$ cat src/rtl/gain_ramp_pkg.sv
package gain_ramp_pkg;

   // flag carried in the top bit of every control byte
   typedef enum logic {
      ACT_START = 1'b0,
      ACT_PARK  = 1'b1
   } act_flag_e;

   // stage numbering seen on wr_sel
   typedef enum logic [2:0] {
      STG_VOLUME   = 3'd0,
      STG_SPEAKER  = 3'd1,
      STG_LOUDNESS = 3'd2,
      STG_TREBLE   = 3'd3,
      STG_MIDDLE   = 3'd4,
      STG_BASS     = 3'd5
   } stage_id_e;

   function automatic int unsigned width_for(int unsigned count);
      return (count > 1) ? $clog2(count) : 1;
   endfunction

endpackage

$ cat src/rtl/gain_ramp_wdec.sv
module gain_ramp_wdec
   import gain_ramp_pkg::*;
#(
   parameter int N_STAGES = 6,
   parameter int CODE_W   = 7,
   parameter int SEL_W    = 3
) (
   input  logic                wr_en,
   input  logic [SEL_W-1:0]    wr_sel,
   input  logic [CODE_W:0]     wr_data,
   output logic [N_STAGES-1:0] hit,
   output logic [CODE_W-1:0]   code,
   output logic                start
);

   logic      in_range;
   act_flag_e flag;

   assign in_range = wr_en && (int'(wr_sel) < N_STAGES);
   assign flag     = act_flag_e'(wr_data[CODE_W]);
   assign code     = wr_data[CODE_W-1:0];

   always_comb begin
      hit = '0;
      if (in_range) hit = N_STAGES'(1) << wr_sel;
   end

   assign start = in_range && (flag == ACT_START);

endmodule

$ cat src/rtl/gain_ramp_timer.sv
module gain_ramp_timer #(
   parameter int SHORT_LEN = 10,
   parameter int LONG_LEN  = 20,
   parameter int N_STEPS   = 16,
   localparam int CNT_W    = $clog2(LONG_LEN + 1),
   localparam int STEP_W   = $clog2(N_STEPS)
) (
   input  logic clk,
   input  logic rst_n,
   input  logic launch,
   input  logic long_sel,
   output logic busy,
   output logic tick,
   output logic last
);

   logic [CNT_W-1:0]  cnt_q;
   logic [STEP_W-1:0] idx_q;
   logic              long_q;
   logic              busy_q;
   logic              final_idx;
   logic [CNT_W-1:0]  reload;

   assign reload = long_q ? CNT_W'(LONG_LEN - 1) : CNT_W'(SHORT_LEN - 1);

   // last-interval detect: a plain AND for power-of-two step counts
   if ((N_STEPS & (N_STEPS - 1)) == 0) begin : g_pow2
      assign final_idx = &idx_q;
   end else begin : g_cmp
      assign final_idx = (idx_q == STEP_W'(N_STEPS - 1));
   end

   assign busy = busy_q;
   assign tick = busy_q && (cnt_q == '0);
   assign last = tick && final_idx;

   always_ff @(posedge clk) begin
      if (!rst_n) begin
         busy_q <= 1'b0;
         cnt_q  <= '0;
         idx_q  <= '0;
         long_q <= 1'b0;
      end else if (launch) begin
         busy_q <= 1'b1;
         long_q <= long_sel;
         idx_q  <= '0;
         cnt_q  <= long_sel ? CNT_W'(LONG_LEN - 1) : CNT_W'(SHORT_LEN - 1);
      end else if (tick) begin
         if (final_idx) begin
            busy_q <= 1'b0;
         end else begin
            idx_q <= idx_q + 1'b1;
            cnt_q <= reload;
         end
      end else if (busy_q) begin
         cnt_q <= cnt_q - 1'b1;
      end
   end

endmodule

$ cat src/rtl/gain_ramp_lane.sv
module gain_ramp_lane #(
   parameter int CODE_W = 7
) (
   input  logic              clk,
   input  logic              rst_n,
   input  logic              hit,
   input  logic [CODE_W-1:0] code,
   input  logic              launch,
   input  logic              ramp_en,
   input  logic              tick,
   input  logic              last,
   output logic [CODE_W-1:0] gain,
   output logic              parked
);

   logic [CODE_W-1:0] cur_q;
   logic [CODE_W-1:0] held_q;
   logic [CODE_W-1:0] dest_q;
   logic              park_q;
   logic              move_q;

   assign gain   = cur_q;
   assign parked = park_q;

   always_ff @(posedge clk) begin
      if (!rst_n) begin
         cur_q  <= '0;
         held_q <= '0;
         dest_q <= '0;
         park_q <= 1'b0;
         move_q <= 1'b0;
      end else begin
         // launch: ramp if enabled, else jump
         if (launch && park_q) begin
            park_q <= 1'b0;
            if (ramp_en) begin
               move_q <= 1'b1;
               dest_q <= held_q;
            end else begin
               cur_q <= held_q;
            end
         end
         // interval boundary: unit step, exact landing on the last one
         if (tick && move_q) begin
            if (last) begin
               cur_q  <= dest_q;
               move_q <= 1'b0;
            end else if (cur_q < dest_q) begin
               cur_q <= cur_q + 1'b1;
            end else if (cur_q > dest_q) begin
               cur_q <= cur_q - 1'b1;
            end
         end
         // a new byte always wins over a same-cycle launch
         if (hit) begin
            held_q <= code;
            park_q <= 1'b1;
         end
      end
   end

endmodule

$ cat src/rtl/gain_ramp_ctrl.sv
module gain_ramp_ctrl
   import gain_ramp_pkg::*;
#(
   parameter int N_STAGES = 6,
   parameter int CODE_W   = 7,
   parameter int CLK_KHZ  = 125000,
   parameter int SHORT_MS = 5,
   parameter int LONG_MS  = 10,
   parameter int N_STEPS  = 16,
   localparam int SEL_W   = int'(width_for(N_STAGES))
) (
   input  logic                       clk,
   input  logic                       rst_n,
   input  logic                       wr_en,
   input  logic [SEL_W-1:0]           wr_sel,
   input  logic [CODE_W:0]            wr_data,
   input  logic                       long_time,
   input  logic [N_STAGES-1:0]        ramp_en,
   output logic [N_STAGES*CODE_W-1:0] gain_out,
   output logic                       busy
);

   localparam int SHORT_LEN = CLK_KHZ * SHORT_MS / N_STEPS;
   localparam int LONG_LEN  = CLK_KHZ * LONG_MS / N_STEPS;

   if (N_STAGES < 1) begin : g_bad_stages
      $error("gain_ramp_ctrl: N_STAGES must be at least 1");
   end
   if (N_STEPS < 2) begin : g_bad_steps
      $error("gain_ramp_ctrl: N_STEPS must be at least 2");
   end
   if (SHORT_LEN < 1) begin : g_bad_len
      $error("gain_ramp_ctrl: short interval rounds to zero cycles");
   end
   if (LONG_MS < SHORT_MS) begin : g_bad_order
      $error("gain_ramp_ctrl: LONG_MS below SHORT_MS");
   end

   logic [N_STAGES-1:0] hit;
   logic [CODE_W-1:0]   code;
   logic                wr_start;
   logic [N_STAGES-1:0] parked;
   logic                req_q;
   logic                launch;
   logic                timer_go;
   logic                tick;
   logic                last;

   gain_ramp_wdec #(
      .N_STAGES (N_STAGES),
      .CODE_W   (CODE_W),
      .SEL_W    (SEL_W)
   ) u_wdec (
      .wr_en   (wr_en),
      .wr_sel  (wr_sel),
      .wr_data (wr_data),
      .hit     (hit),
      .code    (code),
      .start   (wr_start)
   );

   // single request latch shared by all stages
   assign launch   = req_q && !busy;
   assign timer_go = launch && |(parked & ramp_en);

   always_ff @(posedge clk) begin
      if (!rst_n) req_q <= 1'b0;
      else        req_q <= (req_q && !launch) || wr_start;
   end

   gain_ramp_timer #(
      .SHORT_LEN (SHORT_LEN),
      .LONG_LEN  (LONG_LEN),
      .N_STEPS   (N_STEPS)
   ) u_timer (
      .clk      (clk),
      .rst_n    (rst_n),
      .launch   (timer_go),
      .long_sel (long_time),
      .busy     (busy),
      .tick     (tick),
      .last     (last)
   );

   for (genvar s = 0; s < N_STAGES; s++) begin : g_lane
      gain_ramp_lane #(
         .CODE_W (CODE_W)
      ) u_lane (
         .clk     (clk),
         .rst_n   (rst_n),
         .hit     (hit[s]),
         .code    (code),
         .launch  (launch),
         .ramp_en (ramp_en[s]),
         .tick    (tick),
         .last    (last),
         .gain    (gain_out[s*CODE_W +: CODE_W]),
         .parked  (parked[s])
      );
   end

endmodule

$ cat config.mk
export PLATFORM = sky130hd
export DESIGN_NAME = gain_ramp_ctrl
export DESIGN_NICKNAME = d
export VERILOG_FILES = /design/src/rtl/gain_ramp_pkg.sv /design/src/rtl/gain_ramp_wdec.sv /design/src/rtl/gain_ramp_timer.sv /design/src/rtl/gain_ramp_lane.sv /design/src/rtl/gain_ramp_ctrl.sv
export SDC_FILE = /design/constraint.sdc
export NUM_CORES = 1
export LEC_CHECK = 0
export BUFFER_PORTS_ARGS = -buffer_cell sky130_fd_sc_hd__buf_2
export CELL_PAD_IN_SITES_DETAIL_PLACEMENT = 0
export CELL_PAD_IN_SITES_GLOBAL_PLACEMENT = 1
export CORE_MARGIN = 4
export CORE_UTILIZATION = 41
export CTS_CLUSTER_DIAMETER = 30
export DETAILED_ROUTE_END_ITERATION = 8
export PLACE_DENSITY = 0.84
export REMOVE_ABC_BUFFERS = 1
export SETUP_SLACK_MARGIN = 0.1
export SYNTH_ARGS = -nofsm -noshare
export SYNTH_HDL_FRONTEND = slang
export SYNTH_SLANG_ARGS = --single-unit
$ cat constraint.sdc
create_clock -name clk -period 2.35 [get_ports clk]
set_clock_uncertainty 0.05 [all_clocks]
set_input_delay 0.47 -clock clk [delete_from_list [all_inputs] [get_ports clk]]
set_output_delay 0.47 -clock clk [all_outputs]
set_load 0.01 [all_outputs]
==> results <==
- Broken down by cell family, the worst path's largest delay share belongs to simple AND/OR/NAND/NOR gates.
- The startpoint of the tightest hold check path is long_time.
- The hold-fix buffer count after cts is 0.
- Sorting the synthesized cells by how often they occur yields 208 x sky130_fd_sc_hd__nand2_1, 162 x sky130_fd_sc_hd__dfxtp_1, 143 x sky130_fd_sc_hd__a21oi_1.
- Across every metal layer, demand over resource in global routing totals a little under a quarter.
- The detail route stage leaves a number of antenna-violating nets equal to 0.
- The register-to-register setup slack is approximately 0.04 ns.
- Synthesis inferred between 150 and 200 register bits.
- The worst setup path is captured at a register.
- The CTS tree is built.
- The final critical path time including I/O delays and setup is about 2.3 ns.
- In the routed design, unresolved DRC markers number 0.
- In this run the mean area of a mapped cell was approximately 7.5 um2.
- Wires add up to between 30 and 40 mm.
- The initial antenna violation count is 3.
- Detailed routing inserted a total of approximately 11000 vias.
- The worst-case hold path end point is u_timer.long_q.
- Among all flip-flop cells after synthesis, the most frequent one is sky130_fd_sc_hd__dfxtp_1.
- At the pin with the least slew margin, the transition time is between 0.5 and 0.6 ns.
- The average wire per standard cell is around 18 um.
- The initial core utilization is about two fifths.
- The first TritonRoute pass finished after 5 iterations.
- The total overflow left after global routing is 0.
- Setup repair after global routing could not meet its margin everywhere.
- Traced cell by cell, the critical path runs through or3_1, nor3_1, buf_4, and2_4, buf_6, nand4_1, nor3_2, a211oi_2.
- For the worst setup path, the data arrival time is 2.57 ns.
- After the first detailed-routing iteration, the DRC count stood at about 1100.
- Synthesis handed over a netlist of 1364 instances.
- Cells with a size suffix above 1 make up about a quarter of the layout.
- Setup slack closes at between 0.04 and 0.05 ns.
- The pin count of the biggest net entering global routing is 42.
- The number of synthesis warnings is 0.
- In the post-synthesis netlist, the biggest area contributors are sky130_fd_sc_hd__dfxtp_1 32%, sky130_fd_sc_hd__nand2_1 7.6%, sky130_fd_sc_hd__a21oi_1 7.0%.
- The portion of the post-synthesis area used by sequential elements is between 30% and 40%.
- Counting flops with a built-in enable in the synthesized netlist gives 0.
- Of all flip-flops after synthesis, the portion carrying an async set or reset was 0%.
- After layout, the worst path uses a little over nine tenths of the clock period.
- The maximum level of the CTS H-tree is 4.
- In this run the worst hold path is classified as in -> reg.
- Of all cell types, the one taking the most synthesized area is sky130_fd_sc_hd__dfxtp_1.
- From left edge to right edge, the die measures roughly 170 um.
- The flow ran to the end, and the final reports show no timing, DRC or antenna violations.
- For this run, the slowest stage of the critical path takes between 0.4 and 0.5 ns.
- The synthesis-to-finish area growth is 27.75%.
- The fill cell total of the finished layout is roughly 2300.
- Setup total negative slack on the finished layout was measured at 0 ns.
- The clock-pin slew on the worst setup and hold paths is around 0.07 ns.
- The area share of the largest cell type after synthesis is 31.66%.
- The number of global-route vias before repair came to between 9000 and 10000.
- The last weighted congestion value of the routability-driven placer is 0.9096.
- The hold violation count in the final report is 0.
- The cell area that synthesis handed to floorplanning was about 10000 um2.
- The type of the setup path with the least slack is reg -> reg.
- The highest fanout seen on the critical path is 8.
- At the later pin of the worst-skew pair, clock insertion delay measures about 0.43 ns.
- Based on the critical path, the design can be clocked at up to between 400 and 500 MHz.
- The final-report setup violation count is 0.
- Buffers inserted during clock tree synthesis total 17.
- With fillers left out, the area of the finished cells amounts to 13090 um2.
- The clock passes through at most 2 buffers.
- Buffers placed on the I/O ports in this run total between 60 and 70.
- The total leakage power is 5.272 nW.
- The cell at the slowest stage of the critical path is sky130_fd_sc_hd__or3_1.
- The area taken by multi-input logic gates is about 7000 um2.
- Pin placement for this block handled 64 I/O pins.
- For this design, the sink count on the clock tree is ~160.
- Across the run, the number of max-cap violations was 0.
- In this run the vertical extent of the chip is ~170 um.
- Before CTS, the worst setup slack after placement is -0.2133 ns.
- Once placement finished, the instance area stood at about 12000 um2.
- In this run the power density over the cells is just under 500 nW/um2.
- The core utilization of the finished layout is a little over half.
- In this run the critical register-to-register path is launched from u_timer.cnt_q[12].
- In the post-synthesis netlist, the cell with the most instances is sky130_fd_sc_hd__nand2_1.
- The placed wire-length estimate after detailed placement is 24.03 mm.
- The placeable core region is 24460 um2.
- Clock tree synthesis selected as its root buffer the cell sky130_fd_sc_hd__clkbuf_16.
- The final net count is approximately 1600.
- Overall power consumption after layout is estimated at between 6 and 7 mW.
- The initialized floorplan defines 57 standard-cell rows.
- The headroom to the max-slew limit is between 60 and 70%.
- The critical path buffer and inverter count is 2.
- The register cell area after layout is 3264 um2.
- Counting instances, the worst hold path has a depth of 3.
- Data on the critical path is required at its endpoint by roughly 2.6 ns.
- The startpoint type of the worst setup path is a register.
- Counting cells, the worst reg-to-reg path comes to 8.
- The worst-case vdd ir drop is around 0.44 mV.
- The total count of max-transition violations in the final report is 0.
- The floorplan step defined a die boundary enclosing approximately 28000 um2.
- The netlist uses 75 different library cells.
- The first global-routing pass estimated between 50 and 60 mm of wire.
- The endpoint of the worst-slack reg-to-reg timing path is u_timer.idx_q[3].
- The via count normalized by instance count is a little under 6.
how the worst max path moves through the flow:
stage                      start                        to  cells past startpoint
3_5_place_dp    u_timer.cnt_q[2]  g_lane[2].u_lane.gain[0]                      7
4_1_cts         u_timer.cnt_q[2]  g_lane[2].u_lane.gain[0]                      7
6_report       u_timer.cnt_q[12]          u_timer.idx_q[3]                      8
2_1_floorplan       u_timer.busy  g_lane[3].u_lane.gain[5]                      6
5_1_grt        u_timer.cnt_q[12]          u_timer.idx_q[3]                      8
3_3_place_gp    u_timer.cnt_q[2]  g_lane[2].u_lane.gain[0]                      7
per-layer routing:
layer	part of all wire (%)	up-vias	global-route usage, %
met4	2.2	2	6.707
met5	0.024	-	0
met1	44	5116	31.85
met3	6.1	51	3.904
li1	-	5204	-
met2	47	362	37.50
power by group:
group          switching [mW]  leakage [nW]  internal [mW]
Sequential             0.0336          1.32           2.78
Combinational           0.322          3.66          0.210
Clock                    1.24         0.296           1.80
per-stage QoR:
stage	instances	hold WS, ns
after global routing	1856	0.2628
after global placement	1806	0.3952
final	1857	0.2618
after detailed placement	1806	0.3977
after floorplan	1285	0.3863
after CTS	1841	0.2502
sequential cells by signal, summed over array words and instances (netlist names):
name	count
u_timer.long_q	1
req_q	1
g_lane.u_lane.held_q	42
g_lane.u_lane.move_q	6
g_lane.u_lane.gain	42
g_lane.u_lane.parked	6
g_lane.u_lane.dest_q	42
u_timer.idx_q	4
u_timer.cnt_q	17
u_timer.busy	1
cells in the final DEF, fill, tap and decap left out, types with 8 or more instances in the layout:
master | Yosys | final
sky130_fd_sc_hd__a21oi_2 | 0 | 11
sky130_fd_sc_hd__buf_2 | 8 | 63
sky130_fd_sc_hd__and3_1 | 34 | 29
sky130_fd_sc_hd__mux2i_1 | 44 | 43
sky130_fd_sc_hd__dfxtp_1 | 162 | 145
sky130_fd_sc_hd__xor2_1 | 19 | 19
sky130_fd_sc_hd__inv_1 | 64 | 63
sky130_fd_sc_hd__o21ai_0 | 66 | 56
sky130_fd_sc_hd__a211oi_1 | 21 | 13
sky130_fd_sc_hd__nor2b_1 | 11 | 11
sky130_fd_sc_hd__clkbuf_16 | 0 | 17
sky130_fd_sc_hd__a31oi_1 | 14 | 12
sky130_fd_sc_hd__buf_4 | 3 | 137
sky130_fd_sc_hd__nor3_1 | 27 | 22
sky130_fd_sc_hd__o22ai_1 | 14 | 14
sky130_fd_sc_hd__nand2_1 | 208 | 199
sky130_fd_sc_hd__nor2_1 | 126 | 119
sky130_fd_sc_hd__nor4_1 | 13 | 10
sky130_fd_sc_hd__o21ai_1 | 1 | 8
sky130_fd_sc_hd__ha_4 | 0 | 10
sky130_fd_sc_hd__nand3_1 | 62 | 60
sky130_fd_sc_hd__mux2_2 | 12 | 12
sky130_fd_sc_hd__ha_1 | 57 | 45
sky130_fd_sc_hd__xnor2_1 | 16 | 16
sky130_fd_sc_hd__o211ai_1 | 12 | 12
sky130_fd_sc_hd__a21oi_1 | 143 | 131
sky130_fd_sc_hd__nand4_1 | 18 | 18
sky130_fd_sc_hd__dfxtp_2 | 0 | 17
worst reg2reg max path: cells and delay by family, from the launching register on:
family	cells	cell delay, ns
and+or+nand+nor	5	1.36
buffers and inverters	2	0.36
DFF	1	0.36
AOI/OAI and AO/OA	1	0.06
timing repair:
item,4_1_cts,5_1_grt
resized for setup,33,116
pin swaps,6,46
setup buffers,3,13
setup endpoints to repair,50,61
cells by family (layout without fill, tap and decap cells):
| group | Yosys count | in the layout | share of synthesized area, % |
|---|---|---|---|
| fa+ha+maj | 57 | 57 | 6.963 |
| buf+inv | 144 | 310 | 5.631 |
| xor+xnor | 35 | 35 | 2.993 |
| mux | 56 | 56 | 5.619 |
| flops | 162 | 162 | 31.66 |
| simple gates | 550 | 550 | 25.20 |
| other cells | 0 | 3 | 0 |
| compound gates | 360 | 360 | 21.93 |
final cells by class:
class | count | area share [%]
timing repair buffer | 213 | 11.89
tap | 324 | 3.098
antenna | 3 | 0.05737
inverter | 65 | 1.874
clock inverter | 14 | 1.539
sequential | 162 | 24.95
multi-input combinational | 1058 | 53.32
clock buffer | 18 | 3.280
No activity file was read; power rests on OpenSTA's default activity.
